[config.mk]
export PLATFORM = sky130hd
export DESIGN_NAME = secmem_guard
export DESIGN_NICKNAME = d
export VERILOG_FILES = /design/src/rtl/secg_pkg.sv /design/src/rtl/secg_pwread.sv /design/src/rtl/secg_unlock.sv /design/src/rtl/secg_gate.sv /design/src/rtl/secmem_guard.sv
export SDC_FILE = /design/constraint.sdc
export NUM_CORES = 1
export LEC_CHECK = 0
export BUFFER_PORTS_ARGS = -buffer_cell sky130_fd_sc_hd__buf_2
export CAP_MARGIN = 20
export CORE_MARGIN = 2
export CORE_UTILIZATION = 55
export CTS_CLUSTER_SIZE = 25
export DETAILED_ROUTE_END_ITERATION = 10
export GPL_TIMING_DRIVEN = 1
export PLACE_DENSITY = 0.8
export SYNTH_ARGS = -nofsm -noshare
export SYNTH_HDL_FRONTEND = slang
export SYNTH_SLANG_ARGS = --single-unit
[constraint.sdc]
create_clock -name clk -period 3.2 [get_ports clk]
set_input_delay 0.64 -clock clk [delete_from_list [all_inputs] [get_ports clk]]
set_output_delay 0.64 -clock clk [all_outputs]
set_load 0.1 [all_outputs]
[src/rtl/secg_pkg.sv]
package secg_pkg;
  localparam int WORD_W = 16;
  typedef logic [WORD_W-1:0] word_t;

  // debug level opens on a lower-half match or an unprogrammed lower half
  function automatic logic dbg_grant(input logic low_eq, input logic low_blank);
    return low_eq | low_blank;
  endfunction
endpackage

[src/rtl/secg_pwread.sv]
module secg_pwread
  import secg_pkg::*;
#(
  parameter int NWORDS  = 8,
  parameter int PW_WAIT = 16,
  localparam int IDX_W  = $clog2(NWORDS),
  localparam int CNT_W  = $clog2(PW_WAIT + 1)
) (
  input  logic                          clk,
  input  logic                          rst_n,
  input  logic                          rd_go,
  input  logic                          clr,
  input  logic [IDX_W-1:0]              idx,
  input  word_t                         rdata,
  output logic                          done,
  output logic [NWORDS-1:0]             seen,
  output logic [NWORDS-1:0][WORD_W-1:0] pw
);
  logic [CNT_W-1:0] wait_cnt;

  assign done = rd_go && (wait_cnt == CNT_W'(PW_WAIT));

  always_ff @(posedge clk or negedge rst_n) begin
    if (!rst_n) begin
      wait_cnt <= '0;
    end else if (!rd_go || done) begin
      wait_cnt <= '0;
    end else begin
      wait_cnt <= wait_cnt + 1'b1;
    end
  end

  always_ff @(posedge clk or negedge rst_n) begin
    if (!rst_n) begin
      seen <= '0;
      pw   <= '0;
    end else if (clr) begin
      seen <= '0;
    end else if (done) begin
      seen[idx] <= 1'b1;
      pw[idx]   <= rdata;
    end
  end

  generate
    if (PW_WAIT > 0) begin : g_pulse_chk
      p_ready_single_r9: assert property (@(posedge clk) disable iff (!rst_n)
        done |=> !done);
    end
  endgenerate
endmodule

[src/rtl/secg_unlock.sv]
module secg_unlock
  import secg_pkg::*;
#(
  parameter int NWORDS    = 8,
  parameter int LOW_WORDS = 4,
  localparam int IDX_W    = $clog2(NWORDS)
) (
  input  logic                          clk,
  input  logic                          rst_n,
  input  logic                          key_wr,
  input  logic [IDX_W-1:0]              idx,
  input  word_t                         wdata,
  input  logic [NWORDS-1:0]             seen,
  input  logic [NWORDS-1:0][WORD_W-1:0] pw,
  output logic                          full_q,
  output logic                          dbg_q
);
  logic [NWORDS-1:0][WORD_W-1:0] key_q;
  logic [NWORDS-1:0]             word_eq;
  logic [NWORDS-1:0]             word_blank;
  logic                          reads_done;
  logic                          all_eq;
  logic                          low_eq;
  logic                          low_blank;

  generate
    for (genvar i = 0; i < NWORDS; i++) begin : g_cmp
      assign word_eq[i]    = (key_q[i] == pw[i]);
      assign word_blank[i] = &pw[i];
    end
  endgenerate

  assign reads_done = &seen;
  assign all_eq     = &word_eq;
  assign low_eq     = &word_eq[LOW_WORDS-1:0];
  assign low_blank  = &word_blank[LOW_WORDS-1:0];

  always_ff @(posedge clk or negedge rst_n) begin
    if (!rst_n) begin
      key_q  <= '0;
      full_q <= 1'b0;
      dbg_q  <= 1'b0;
    end else begin
      if (key_wr) key_q[idx] <= wdata;
      full_q <= !key_wr && reads_done && all_eq;
      dbg_q  <= !key_wr && reads_done && dbg_grant(low_eq, low_blank);
    end
  end

  p_keywr_clears_r5: assert property (@(posedge clk) disable iff (!rst_n)
    key_wr |=> (!full_q && !dbg_q));
  p_full_implies_dbg_r2: assert property (@(posedge clk) disable iff (!rst_n)
    full_q |-> dbg_q);
  p_unlock_needs_reads_r5: assert property (@(posedge clk) disable iff (!rst_n)
    dbg_q |-> reads_done);
endmodule

[src/rtl/secg_gate.sv]
module secg_gate
  import secg_pkg::*;
(
  input  logic  clk,
  input  logic  rst_n,
  input  logic  req,
  input  logic  we,
  input  logic  in_sec,
  input  logic  pw_done,
  input  logic  src_sec,
  input  logic  from_dbg,
  input  logic  dbg_conn,
  input  logic  full,
  input  logic  dbg_ok,
  input  word_t mem_rdata,
  output word_t rdata,
  output logic  mem_we,
  output logic  trip
);
  logic allow;
  logic sec_rd;
  logic trip_evt;

  assign allow    = full || (src_sec && !from_dbg);
  assign sec_rd   = req && !we && in_sec && allow;
  assign rdata    = (sec_rd || (pw_done && full)) ? mem_rdata : '0;
  assign mem_we   = req && we && in_sec && allow;
  assign trip_evt = req && in_sec && dbg_conn && !dbg_ok;

  always_ff @(posedge clk or negedge rst_n) begin
    if (!rst_n)        trip <= 1'b0;
    else if (trip_evt) trip <= 1'b1;
  end

  p_trip_sticky_r6: assert property (@(posedge clk) disable iff (!rst_n)
    trip |=> trip);
endmodule

[src/rtl/secmem_guard.sv]
module secmem_guard
  import secg_pkg::*;
#(
  parameter int ADDR_W    = 8,
  parameter int NWORDS    = 8,
  parameter int LOW_WORDS = 4,
  parameter int PW_WAIT   = 16,
  parameter int SEC_LOG2  = 7,
  parameter logic [ADDR_W-1:0] KEY_BASE = 8'h00,
  parameter logic [ADDR_W-1:0] PW_BASE  = 8'h10,
  parameter logic [ADDR_W-1:0] SEC_BASE = 8'h80
) (
  input  logic              clk,
  input  logic              rst_n,
  input  logic              bus_req,
  input  logic              bus_we,
  input  logic [ADDR_W-1:0] bus_addr,
  input  logic [15:0]       bus_wdata,
  input  logic              bus_src_secure,
  input  logic              bus_from_dbg,
  input  logic              dbg_connected,
  input  logic [15:0]       mem_rdata,
  output logic [15:0]       bus_rdata,
  output logic              bus_ready,
  output logic              mem_we,
  output logic              full_unlocked,
  output logic              dbg_unlocked,
  output logic              dbg_port_off
);
  localparam int IDX_W = $clog2(NWORDS);

  logic                          in_key, in_pw, in_sec;
  logic                          key_wr, pw_rd, pw_done;
  logic [IDX_W-1:0]              idx;
  logic [NWORDS-1:0]             seen;
  logic [NWORDS-1:0][WORD_W-1:0] pw;

  // windows are aligned to their size, so only the upper bits are decoded
  assign in_key = (bus_addr[ADDR_W-1:IDX_W] == KEY_BASE[ADDR_W-1:IDX_W]);
  assign in_pw  = (bus_addr[ADDR_W-1:IDX_W] == PW_BASE[ADDR_W-1:IDX_W]);
  assign in_sec = (bus_addr[ADDR_W-1:SEC_LOG2] == SEC_BASE[ADDR_W-1:SEC_LOG2]);
  assign idx    = bus_addr[IDX_W-1:0];
  assign key_wr = bus_req && bus_we && in_key;
  assign pw_rd  = bus_req && !bus_we && in_pw;

  assign bus_ready = pw_rd ? pw_done : bus_req;

  secg_pwread #(.NWORDS(NWORDS), .PW_WAIT(PW_WAIT)) u_pwread (
    .clk(clk), .rst_n(rst_n), .rd_go(pw_rd), .clr(key_wr), .idx(idx),
    .rdata(mem_rdata), .done(pw_done), .seen(seen), .pw(pw)
  );

  secg_unlock #(.NWORDS(NWORDS), .LOW_WORDS(LOW_WORDS)) u_unlock (
    .clk(clk), .rst_n(rst_n), .key_wr(key_wr), .idx(idx), .wdata(bus_wdata),
    .seen(seen), .pw(pw), .full_q(full_unlocked), .dbg_q(dbg_unlocked)
  );

  secg_gate u_gate (
    .clk(clk), .rst_n(rst_n), .req(bus_req), .we(bus_we), .in_sec(in_sec),
    .pw_done(pw_done), .src_sec(bus_src_secure), .from_dbg(bus_from_dbg),
    .dbg_conn(dbg_connected), .full(full_unlocked), .dbg_ok(dbg_unlocked),
    .mem_rdata(mem_rdata), .rdata(bus_rdata), .mem_we(mem_we),
    .trip(dbg_port_off)
  );

  p_dbg_read_blank_r7: assert property (@(posedge clk) disable iff (!rst_n)
    (bus_req && !bus_we && bus_from_dbg && !full_unlocked) |-> (bus_rdata == '0));
  p_no_unlock_after_trip_src_r6: assert property (@(posedge clk) disable iff (!rst_n)
    (bus_req && in_sec && dbg_connected && !dbg_unlocked) |=> dbg_port_off);
endmodule

# [After elaboration in Yosys (flattened, before gate mapping)]
# Index checks and enable logic that the tools add are counted.
[totals] register_bits=272 in_bits=47 out_inout_bits=21 wordCells=81
[classes] addsub=1 order_cmp=2 eq_ne=10 muxes=11 bitwise_logic=3 reduce_logical=33
[op_table] op="$bwmux W128" n=2
[op_table] op="$eq A16 B16 Y1" n=8
[op_table] op="$reduce_and A64 Y1" n=1
[op_table] op="$demux W16 S3" n=1
[op_table] op="$mux W16" n=2
[op_table] op="$logic_and A1 B1 Y1" n=18
[op_table] op="$mux W8" n=2
[op_table] op="$reduce_and A8 Y1" n=2
[op_table] op="$or A8 B8 Y8" n=1
[op_table] op="$add A5 B1 Y5 const B" n=1
[op_table] op="$eq A5 B2 Y1 const B" n=1
[op_table] op="$eq A5 B5 Y1 const B" n=1
[op_table] op="$logic_not A1 Y1" n=5
[op_table] op="$logic_not A5 Y1" n=1
[op_table] op="$mux W5" n=1
[op_table] op="$lt A3 B4 Y1 const B" n=1
[op_table] op="$reduce_and A4 Y1" n=1
[op_table] op="$demux W1 S3" n=1
[op_table] op="$ge A3 B1 Y1 const B" n=1
[op_table] op="$logic_or A1 B1 Y1" n=3
[op_table] op="$mux W1" n=2
[op_table] op="$reduce_and A2 Y1" n=1
[op_table] op="$reduce_bool A2 Y1" n=1
[op_table] op="$not A1 Y1" n=1
[op_table] op="$or A1 B1 Y1" n=1

# [Longest topological paths before layout]
# Gate-level depths: netlist of the first run.
[logic_depth] depth_word=7 depth_mapped=8 ltp_nobuf=7

# [Cells and area by module]
# From an unflattened synthesis of the first run, not the netlist that was laid out.
[hier_totals] hier_cells=868 hier_area_um2=12737.2
[modules_own_cells] module="secg_unlock" instances=1 cells_per_inst=478 area_each_um2=6482.5 seq_area_each_um2=3253.1
[modules_own_cells] module="secg_pwread" instances=1 cells_per_inst=337 area_each_um2=5820.6 seq_area_each_um2=3528.4
[modules_own_cells] module="secg_gate" instances=1 cells_per_inst=46 area_each_um2=389.1 seq_area_each_um2=25.0
[modules_own_cells] module="secmem_guard" instances=1 cells_per_inst=7 area_each_um2=45.0 seq_area_each_um2=0.0

# [Worst setup path after synthesis of the first run]
# No wires, ideal clock.
[synth_timing] path_kind="register to output" startpoint="reg u_pwread.wait_cnt[0]" endpoint="out bus_rdata[10]" t_arrival_ns=2.617 required_ns=2.560 slack_ns=-0.057 path_stages_with_launch=9 n_path_buf=1 path_cell_list="dfrtp_1 > inv_1 > ha_1 > nand2_1 > nor3_1 > a41oi_1 > nor4b_2 > clkbuf_1 > and2_1"
[synth_between] elab_chain_cells=5
[synth_lines] item="from (decl)" line="secg_pwread.sv:19" source="logic [CNT_W-1:0] wait_cnt;"
[synth_lines] item="from (signal assigned)" line="secg_pwread.sv:29" source="wait_cnt <= wait_cnt + 1'b1;"
[synth_lines] item="$eq A5 B5 Y1" line="secg_pwread.sv:21" source="assign done = rd_go && (wait_cnt == CNT_W'(PW_WAIT));"
[synth_lines] item="$logic_and A1 B1 Y1" line="secg_pwread.sv:21"
[synth_lines] item="$logic_and A1 B1 Y1" line="secg_gate.sv:26" source="assign rdata = (sec_rd || (pw_done && full)) ? mem_rdata : '0;"
[synth_lines] item="$logic_or A1 B1 Y1" line="secg_gate.sv:26"
[synth_lines] item="$mux W16" line="secg_gate.sv:26"
[synth_lines] item="to (decl)" line="secmem_guard.sv:23" source="output logic [15:0] bus_rdata,"
# Every way passes these cells.

# [Final worst setup path of the first run]
[layout_timing] startpoint="reg u_pwread.wait_cnt[1]" endpoint="out bus_rdata[11]"
# Same word-level chain as after synthesis.

==> results of run 1 <==
## worst max-delay path, delay by kind of cell (launching register included)
family	cells	cell delay, ns
AOI/OAI and AO/OA	1	0.13
DFF	1	0.40
and+or+nand+nor	4	0.78
adders and majority gates	1	0.17
buffers and inverters	3	0.47
## sequential cells by signal, indices dropped and copies added (netlist names)
register           count
u_pwread.seen          8
u_unlock.dbg_q         1
u_unlock.full_q        1
u_unlock.key_q       128
u_pwread.wait_cnt      5
u_pwread.pw          128
u_gate.trip            1
## power by group through the flow
stage,Combinational (W),Sequential (W),Clock [W]
finish,0.000406,0.00352,0.00348
global route,0.000437,0.00352,0.00366
CTS,0.000406,0.00351,0.00351
detailed placement,0.000403,0.00358,0
global placement,0.000397,0.00357,0
floorplan,0.000154,0.00357,0
## final cells by class
cell class / count / share of cell area (%)
Clock buffer: 41 / 6.042
Clock inverter: 9 / 1.048
Inverter: 8 / 0.2132
Multi-Input combinational cell: 531 / 36.22
Sequential cell: 272 / 48.33
Tap cell: 280 / 2.488
Timing Repair Buffer: 90 / 5.651
## per-stage QoR
stage	setup WS, ns	hold WS [ns]
after floorplan	0.1464	0.3444
after global placement	0.3055	0.4411
after detailed placement	0.2784	0.4574
after CTS	0.02458	0.1269
after global routing	-0.04558	0.1452
final	0.07640	0.08730
## worst paths after layout
check	start	endpoint	cells past startpoint
setup / recovery	u_pwread.wait_cnt[1]	bus_rdata[11]	9
hold / removal	rst_n	u_unlock.key_q[95]	1
hold reg to reg	u_pwread.seen[4]	u_pwread.seen[4]	1
min in group clk	dbg_connected	u_gate.trip	2
max in group asynchronous	rst_n	u_unlock.key_q[72]	2
setup reg to reg	u_pwread.wait_cnt[1]	u_pwread.pw[83]	8
## per-layer routing
| layer | vias to the layer above | share of wire, % | track usage, % |
|---|---|---|---|
| li1 | 3180 | - | - |
| met1 | 3912 | 44 | 37.94 |
| met2 | 219 | 48 | 42.56 |
| met3 | 74 | 5.8 | 5.676 |
| met4 | 4 | 3.1 | 8.144 |
| met5 | - | 0.084 | 0 |
## kinds of logic (layout without fill, tap and decap cells)
group | count (synthesis) | after routing | share of synthesized area [%]
AO/OA/AOI/OAI | 12 | 12 | 0.7376
adder cells (fa/ha/maj) | 2 | 2 | 0.2077
buffers and inverters | 32 | 148 | 1.652
AND/OR/NAND/NOR | 134 | 134 | 7.760
multiplexers | 254 | 254 | 23.75
XOR/XNOR | 129 | 129 | 9.381
flip-flops | 272 | 272 | 56.51
## placed cells by master, fill, tap and decap left out, types with 2 or more instances in the layout
cell         n
and2_2       2
nor2_1       7
nor2b_1      2
nand4_1     43
dfrtp_1    272
clkbuf_8     8
nand3_1      4
and2_4      12
buf_4       20
nor4_1      20
nand2_1     11
clkinv_2     4
nand2_2      4
buf_12      19
and2_1       3
nand3_2      3
nand2b_1     2
clkbuf_1     4
mux2_2     253
xnor2_1     88
o21ai_0      2
nor2_4       3
xor2_1      41
a21o_1       4
bufinv_16    4
inv_1        8
clkbuf_16   29
nor3_4       5
buf_2       50
## timing repair
item	in CTS	in global routing
buffers inserted	0	2
gates resized for setup	0	17
setup endpoints to repair	0	16
hold buffers	0	0
==> flow_summary.ini, run 1 <==
[synthesis]
most_instantiated_cells_after_synthesis = 272 x dfrtp_1, 253 x mux2_2, 88 x xnor2_1
postSynth.topFlopCell = dfrtp_1
netlist.top_cell.by_area = dfrtp_1
synth_top_area_share_pct = 56.51
count_of_flip_flops_with_a_built_in_enable_after_synthesis = 0
postSynthCellCount = 835
seq_area_frac_synth_pct = 56.51
synthesis.area_per_instance_um2 = 14.42
synth_warnings = 0
synth.distinct_cells = 46
mappedNetlistNets = 884
async_flop_share_pct = 100.0
post_synth_main_area_contributors = dfrtp_1 57%, mux2_2 24%, xnor2_1 6.4%
synthMostInstantiatedCell = dfrtp_1
synth-seq-cells = 272
syn-cell-area_mm2 = 0.01204

[setup_path]
critPathCaptureType = output pin
rrSetupSlack_ns = 0.83
cp_max_fo = 8
slowest_delay_ns = 0.40
worst_path_max_delay_cell = dfrtp_1
path_class = reg2out
cp_data_arrival_time_ns = 2.48
critical_path.startpoint_type = flop
timing.critical_path.cells = inv_1 -> ha_2 -> nand2_2 -> nor3_4 -> a41oi_2 -> nor4b_2 -> buf_4 -> and2_4 -> buf_12
worstPathRequired_ns = 2.56

[sta]
setup_repair_after_global_routing_missed_its_margin = true
fin_crit_sh_pct = 97.61
setup_total_negative_slack_ns = 0
drv_slew = 0
finalClockSkew_ns = 0.006147
timing.final.crit_period_ns = 3.124
maxClockFrequency_mhz = 320.1
slew-limit-headroom_pct = 51.45
worstMarginPinSlew_ns = 0.7181
final-setup-viol-count = 0
report.final.hold_viol_count = 0

[finish]
total_inserted_antenna_cells = 0
multiInputGateArea_mm2 = 0.005101
syn2layout_area_growth_pct = 16.92
filler_cell_count = 1516
final_cell_area_mm2 = 0.01408
seqCellArea_mm2 = 0.006807
final_layout_net_count = 980
non_filler_instances = 1231
drive_gt1_share_pct = 44.90
finish.utilization_pct = 64.93

[clocking]
clock_insertion_delay_worst_skew_ns = 0.53
cts.reportedPaths.clkPinSlew_ns = 0.06
tritoncts = built
clock-root-buffer = clkbuf_16
cts_buffers = 28
ctsLongestPathBuffers = 3
cts_num_sinks = 272
cts_htree_levels = 1

[floorplan]
chipHeight_um = 152.0
die_x_um = 152.0
rows = 54
coreArea_mm2 = 0.02169
boundaryPins = 68
start_util_pct = 55.53
die_area_mm2 = 0.02310

[power]
internal_power_w = 0.005764
switching_power_w = 0.001643
p_leak_nw = 7.104
power_density_mw_per_mm2 = 526.0
finalPower_w = 0.007407
share_seq_of_total_power_pct = 47.5
p_comb_share_pct = 5.5
share_clk_of_total_power_pct = 47.1
vdd_drop_max_uv = 393.2
sw_frac_of_total_pct = 22.18

[detailed_routing]
vias = 7389
firstDrtPassIters = 5
route.antenna.remaining_nets = 0
finalWirelength_um = 30810
detail_route.vias_per_cell = 6.002
routedWlPerCell_um = 25.03
drt_first_iter_violations = 640
remaining_design_rule_violation_count = 0

[grt]
grt_pass1_vias = 7712
largest_net_degree_at_the_start_of_global_routing = 85
track_usage_pct = 26.92
globalRouteOverflowTotal = 0
grt_first_pass_wirelength_um = 47340
grt_antenna_before_repair = 2

[place]
placed_cell_area_mm2 = 0.01303
dp.cells = 1179
buffer_ports.inserted = 67
sum_of_net_half_perimeters_after_detailed_placement_um = 20340
gp_congestion = 0.8441

[job]
max_cap_viol_count = 0

[run_status]
status = completed

[worst_hold_path]
worstHoldPathType = in2async
No activity file was read; power rests on OpenSTA's default activity.
==> run 2: changes to the inputs <==
--- a/config.mk
+++ b/config.mk
@@ -12,7 +12,7 @@
 export CTS_CLUSTER_SIZE = 25
 export DETAILED_ROUTE_END_ITERATION = 10
 export GPL_TIMING_DRIVEN = 1
-export PLACE_DENSITY = 0.8
+export PLACE_DENSITY = 0.83
 export SYNTH_ARGS = -nofsm -noshare
 export SYNTH_HDL_FRONTEND = slang
 export SYNTH_SLANG_ARGS = --single-unit
==> run 2 against run 1 <==
Count of clock-buffer cells in the layout unchanged. Register-to-register slack got worse by 0.07 ns. Wire length increased by 0.13%. Global-route usage decreased by 0.056 points. First-iteration DRC count decreased by 3.6%. Via count increased by 0.46%. Total power decreased by 3.5%. Flip-flop and latch count unchanged. Clock power decreased by 7.2%. Highest routed layer is now met4.
==> flow_summary.ini, run 2 (same netlist as run 1, synthesis figures left out) <==
[sta]
setup_slack_ns = 0.008999
timing.final.crit_period_ns = 3.191
report.final.hold_viol_count = 0
worstMarginPinSlew_ns = 0.8063
setup_repair_after_global_routing_missed_its_margin = true
maxClockFrequency_mhz = 313.4
finalClockSkew_ns = 0.01009
fin_crit_sh_pct = 99.72
slew-limit-headroom_pct = 45.75
drv_slew = 0
final-setup-viol-count = 0

[detailed_routing]
vias = 7423
detail_route.vias_per_cell = 6.025
firstDrtPassIters = 5
route.antenna.remaining_nets = 0
remaining_design_rule_violation_count = 0
finalWirelength_um = 30850
drt_first_iter_violations = 617
routedWlPerCell_um = 25.04

[floorplan]
die_area_mm2 = 0.02310
boundaryPins = 68
coreArea_mm2 = 0.02169
rows = 54
die_x_um = 152.0
chipHeight_um = 152.0
start_util_pct = 55.53

[setup_path]
cp_max_fo = 5
worstPathRequired_ns = 2.56
kind_of_cell_with_the_highest_combined_delay_on_the_critical_path = simple AND/OR/NAND/NOR gates
path_class = reg2out
worst_path_max_delay_cell = dfrtp_1
slowest_delay_ns = 0.42
timing.critical_path.cells = inv_2 -> ha_4 -> nand2_4 -> nor3_4 -> a41oi_2 -> nor4b_4 -> buf_6 -> buf_8 -> and2_4 -> buf_12
critical_path_cell_count = 10
path_buf_inv = 4
cp_data_arrival_time_ns = 2.55
ff2ff_path_depth = 9
critical_path.startpoint_type = flop
critPathCaptureType = output pin

[finish]
most-common-layout-cells = 272 x dfrtp_1, 253 x mux2_2, 88 x xnor2_1, 50 x buf_2, 43 x nand4_1
total_inserted_antenna_cells = 0
non_filler_instances = 1232
multiInputGateArea_mm2 = 0.005127
drive_gt1_share_pct = 45.06
seqCellArea_mm2 = 0.006807
filler_cell_count = 1542
final_layout_net_count = 984
syn2layout_area_growth_pct = 16.64
mostFrequentLayoutCell = dfrtp_1
biggest_registers_after_layout = u_pwread.pw x128, u_unlock.key_q x128, u_pwread.seen x8

[place]
gp_congestion = 0.9668
buffer_ports.inserted = 67
dpl_worst_slack_ns = 0.2270
sum_of_net_half_perimeters_after_detailed_placement_um = 20490
dp.cells = 1181

[grt]
grt_first_pass_wirelength_um = 47670
grt_pass1_vias = 7775
track_usage_pct = 26.86
globalRouteOverflowTotal = 0
largest_net_degree_at_the_start_of_global_routing = 82
grt_antenna_before_repair = 0

[worst_hold_path]
worstHoldPathType = in2async

[clocking]
clock-root-buffer = clkbuf_16
tritoncts = built
cts_num_sinks = 272
holdBufCountCts = 0
cts_buffers = 28
ctsLongestPathBuffers = 3
cts.reportedPaths.clkPinSlew_ns = 0.06
cts_htree_levels = 1
clock_insertion_delay_worst_skew_ns = 0.54

[run_status]
status = completed

[job]
max_cap_viol_count = 0

[power]
vdd_drop_max_uv = 425.5
finalPower_w = 0.007149
power_density_mw_per_mm2 = 508.9
p_leak_nw = 7.079
[run 2: cell count changes in the layout (fill, tap and decap cells not counted), moves of 2 or more]
cell / before / now
buf_6: 0 / 2
inv_1: 8 / 6
bufinv_16: 4 / 2
clkbuf_8: 8 / 5
and2_2: 2 / 4
buf_4: 20 / 22
clkbuf_1: 4 / 7
inv_2: 0 / 2
and2_1: 3 / 1
clkinv_2: 4 / 2
[run 2: worst paths after layout]
path,end,slack (ns),start
max,bus_rdata[11],0.009,u_pwread.wait_cnt[0]
min,u_unlock.key_q[106],0.08,rst_n
max in group asynchronous,u_pwread.pw[70],2.15,rst_n
min in group clk,u_gate.trip,0.37,dbg_connected
max reg2reg,u_pwread.pw[86],0.76,u_pwread.wait_cnt[0]
min reg2reg,u_pwread.seen[7],0.48,u_pwread.seen[7]
[run 2: timing repair]
action	CTS	global route
gates resized for setup	2	24
endpoints found under the setup margin	10	16
cloned	0	1
pin swaps	0	4
setup buffers	0	3
[run 2: cell type report]
type                    count  area share (%)
clock inverters             6          0.6056
flip-flops and latches    272           48.45
well taps                 280           2.494
repair buffers             94           5.896
clock buffers              41           5.843
inverters                   8          0.2138
multi-input cells         531           36.50
[run 2: worst register-to-register path: stages (launching register included)]
cell	delay [ns]
dfrtp_1	0.42
inv_2	0.09
ha_4	0.14
nand2_4	0.05
nor3_4	0.20
buf_4	0.14
buf_4	0.12
nor3b_4	0.33
nand2_2	0.42
mux2_2	0.42
[run 2: power breakdown]
| part | total [W] | switching, W | internal (W) |
|---|---|---|---|
| registers | 0.00352 | 0.0000312 | 0.00348 |
| clock network | 0.00323 | 0.00131 | 0.00192 |
| logic | 0.000408 | 0.000280 | 0.000128 |
| total | 0.00715 | 0.00162 | 0.00553 |
[run 2: routing by layer]
| layer | track usage (%) | vias to the layer above | part of all wire, % |
|---|---|---|---|
| met5 | 0 | - | 0 |
| met4 | 7.210 | 0 | 3.1 |
| met3 | 4.877 | 64 | 7.0 |
| met2 | 43.48 | 269 | 47 |
| met1 | 37.88 | 3902 | 43 |
| li1 | - | 3188 | - |
[run 2: through the flow]
stage | utilization (%) | area (um^2) | hold WS, ns | TNS [ns]
after floorplan | - | 12060 | 0.3444 | 0
after detailed placement | 60.11 | 13040 | 0.4572 | 0
final | 64.77 | 14050 | 0.08033 | 0
after global placement | 60.11 | 13040 | 0.4505 | 0
after global routing | 64.77 | 14050 | 0.1420 | -0.7785
after CTS | 64.32 | 13950 | 0.1198 | 0
==> run 3: changes to the inputs <==
--- a/config.mk
+++ b/config.mk
@@ -5,6 +5,7 @@
 export SDC_FILE = /design/constraint.sdc
 export NUM_CORES = 1
 export LEC_CHECK = 0
+export ABC_AREA = 1
 export BUFFER_PORTS_ARGS = -buffer_cell sky130_fd_sc_hd__buf_2
 export CAP_MARGIN = 20
 export CORE_MARGIN = 2
==> run 3 against run 2 <==
Non-clock buffer count down 1. Sequential share of layout area down 0.21 points. Highest routed layer unchanged. Critical endpoint is now bus_rdata[2]. Largest power group unchanged. Largest cell class unchanged. Die area up 1.8%.
==> flow_summary.ini, run 3 <==
[worst_hold_path]
worstHoldPathType = in2async

[finish]
mostFrequentLayoutCell = nand2_1
final_layout_net_count = 1603
syn2layout_area_growth_pct = 14.99
multiInputGateArea_mm2 = 0.004717
filler_cell_count = 1639
drive_gt1_share_pct = 10.11
most-common-layout-cells = 469 x nand2_1, 272 x dfrtp_1, 259 x o21ai_0, 154 x inv_1, 124 x nor2_1
non_filler_instances = 1853
seqCellArea_mm2 = 0.006807
finish.utilization_pct = 64.46
biggest_registers_after_layout = u_pwread.pw x128, u_unlock.key_q x128, u_pwread.seen x8
total_inserted_antenna_cells = 0

[floorplan]
die_x_um = 153.4
chipHeight_um = 153.4
boundaryPins = 68
coreArea_mm2 = 0.02189
start_util_pct = 56.06
rows = 54
die_area_mm2 = 0.02352

[clocking]
cts_num_sinks = 272
tritoncts = built
cts.reportedPaths.clkPinSlew_ns = 0.06
ctsLongestPathBuffers = 3
postCtsSetupRepairBufs = 0
cts_buffers = 27
cts_htree_levels = 1
clock_insertion_delay_worst_skew_ns = 0.53
clock-root-buffer = clkbuf_16
holdBufCountCts = 0

[detailed_routing]
wl_met3_um = 3294
drt_first_iter_violations = 1125
finalWirelength_um = 34730
met2WireLength_um = 16550
remaining_design_rule_violation_count = 0
route.antenna.remaining_nets = 0
routedWlPerCell_um = 18.74
maxUsedRoutingLayer = met4
m1WireLength_um = 12390
detail_route.vias_per_cell = 5.576
vias = 10330
firstDrtPassIters = 5

[setup_path]
cp_max_fo = 16
worstPathRequired_ns = 2.56
slowest_delay_ns = 0.41
critical_path.startpoint_type = flop
path_buf_inv = 4
timing.critical_path.cells = inv_1 -> ha_1 -> nand2_1 -> nor3_2 -> inv_1 -> nor2_8 -> nand2_2 -> o31ai_1 -> bufinv_8 -> nor2_1 -> buf_12
critPathCaptureType = output pin
rrSetupSlack_ns = 1.11
path_class = reg2out
worstSetupStartpoint = u_pwread.wait_cnt[0]
cp_data_arrival_time_ns = 2.45
kind_of_cell_with_the_highest_combined_delay_on_the_critical_path = buffers and inverters
crit_top_cell = inv_1
worst_path_max_delay_cell = dfrtp_1
worstReg2RegStart = u_pwread.wait_cnt[0]

[sta]
fin_crit_sh_pct = 96.45
maxClockFrequency_mhz = 324.0
setup_slack_ns = 0.1136
setup_repair_after_global_routing_missed_its_margin = false
slew-limit-headroom_pct = 54.28
report.final.hold_viol_count = 0
final-setup-viol-count = 0
finalClockSkew_ns = 0.007508
timing.final.crit_period_ns = 3.086
drv_slew = 0
worstMarginPinSlew_ns = 0.6833

[place]
sum_of_net_half_perimeters_after_detailed_placement_um = 22740
dp.cells = 1805
dpl_worst_slack_ns = 0.2900
buffer_ports.inserted = 67
gp_congestion = 0.8665

[synthesis]
seq_area_frac_synth_pct = 55.46
synthMostInstantiatedCell = nand2_1
netlist.top_cell.by_area = dfrtp_1
synth_warnings = 0
synth.distinct_cells = 26
async_flop_share_pct = 100.0
synthesis.area_per_instance_um2 = 8.281
synth-seq-cells = 272
count_of_flip_flops_with_a_built_in_enable_after_synthesis = 0
synth_top_area_share_pct = 55.46
postSynthCellCount = 1482
mappedNetlistNets = 1531
syn-cell-area_mm2 = 0.01227
post_synth_main_area_contributors = dfrtp_1 55%, nand2_1 14%, o21ai_0 11%
most_instantiated_cells_after_synthesis = 469 x nand2_1, 272 x dfrtp_1, 259 x o21ai_0
postSynth.topFlopCell = dfrtp_1

[grt]
globalRouteOverflowTotal = 0
grt_first_pass_wirelength_um = 54590
largest_net_degree_at_the_start_of_global_routing = 82
grt_pass1_vias = 10300
track_usage_pct = 29.90
grt_antenna_before_repair = 0

[power]
finalPower_w = 0.006983
p_leak_nw = 7.253
vdd_drop_max_uv = 407.7
power_density_mw_per_mm2 = 494.9

[job]
max_cap_viol_count = 0

[run_status]
status = completed
==> run 3: cell types whose count changed in the layout (fill, tap and decap cells not counted), sizes merged, moves of 17 or more <==
cell and change:
nor4 -21, inv +148, mux2 -254, nor2 +129, nor3 +17, nand2 +463
o21ai +267, xnor2 -75, nand4 -29, and2 -17
==> run 3: what timing repair did <==
action / in CTS / in global routing
setup endpoints to repair: 7 / 3
endpoints found under the hold margin: 0 / 0
gates resized for setup: 3 / 4
==> run 3: worst register-to-register path, cell delays in order (launching register included) <==
cell and delay (ns):
dfrtp_1 0.41, inv_1 0.08, ha_1 0.15, nand2_1 0.07
nor3_2 0.16, inv_1 0.13, nor2_8 0.13, buf_4 0.25
nand2_4 0.26, nand2_1 0.18, o21ai_0 0.13
==> run 3: through the flow <==
step	setup TNS [ns]	hold WS [ns]	area [um^2]
floorplan	-1.954	0.3444	12320
CTS	0	0.1205	14100
finish	0	0.09187	14110
global route	0	0.1533	14110
global placement	0	0.4394	13260
detailed placement	0	0.4527	13260
==> run 3: worst paths after layout <==
| check | endpoint | cells after the start |
|---|---|---|
| worst max-delay path | bus_rdata[2] | 11 |
| worst min-delay path | u_pwread.pw[36] | 1 |
| worst max register to register | u_pwread.pw[14] | 10 |
| worst min register to register | u_gate.trip | 1 |
| max in group asynchronous | u_pwread.pw[113] | 2 |
| min in group clk | u_gate.trip | 1 |
==> run 3: cell type report <==
| type | count | share of cell area, % |
|---|---|---|
| timing repair buffer | 93 | 5.799 |
| sequential | 272 | 48.24 |
| multi-input combinational | 1004 | 33.43 |
| inverter | 156 | 4.247 |
| clock buffer | 42 | 5.542 |
| tap | 280 | 2.483 |
| clock inverter | 6 | 0.2660 |
==> run 3: where the power goes <==
part	switching (W)	internal, W
combinational	0.000355	0.000133
clock	0.00129	0.00167
sequential	0.0000374	0.00349
total	0.00168	0.00530
==> run 3: per-layer routing <==
metal | global-route usage (%) | vias up
li1 | - | 4772
met1 | 36.20 | 4900
met2 | 48.89 | 509
met3 | 5.954 | 152
met4 | 19.66 | 0
met5 | 0 | -
==> run 3: logic make-up after synthesis <==
kind of cell	count (synthesis)	synth area share, %
and+or+nand+nor	662	21.79
AOI/OAI and AO/OA	273	11.17
DFF	272	55.46
buffers and inverters	206	6.586
xor gates and xnor gates	67	4.782
adders and majority gates	2	0.2039
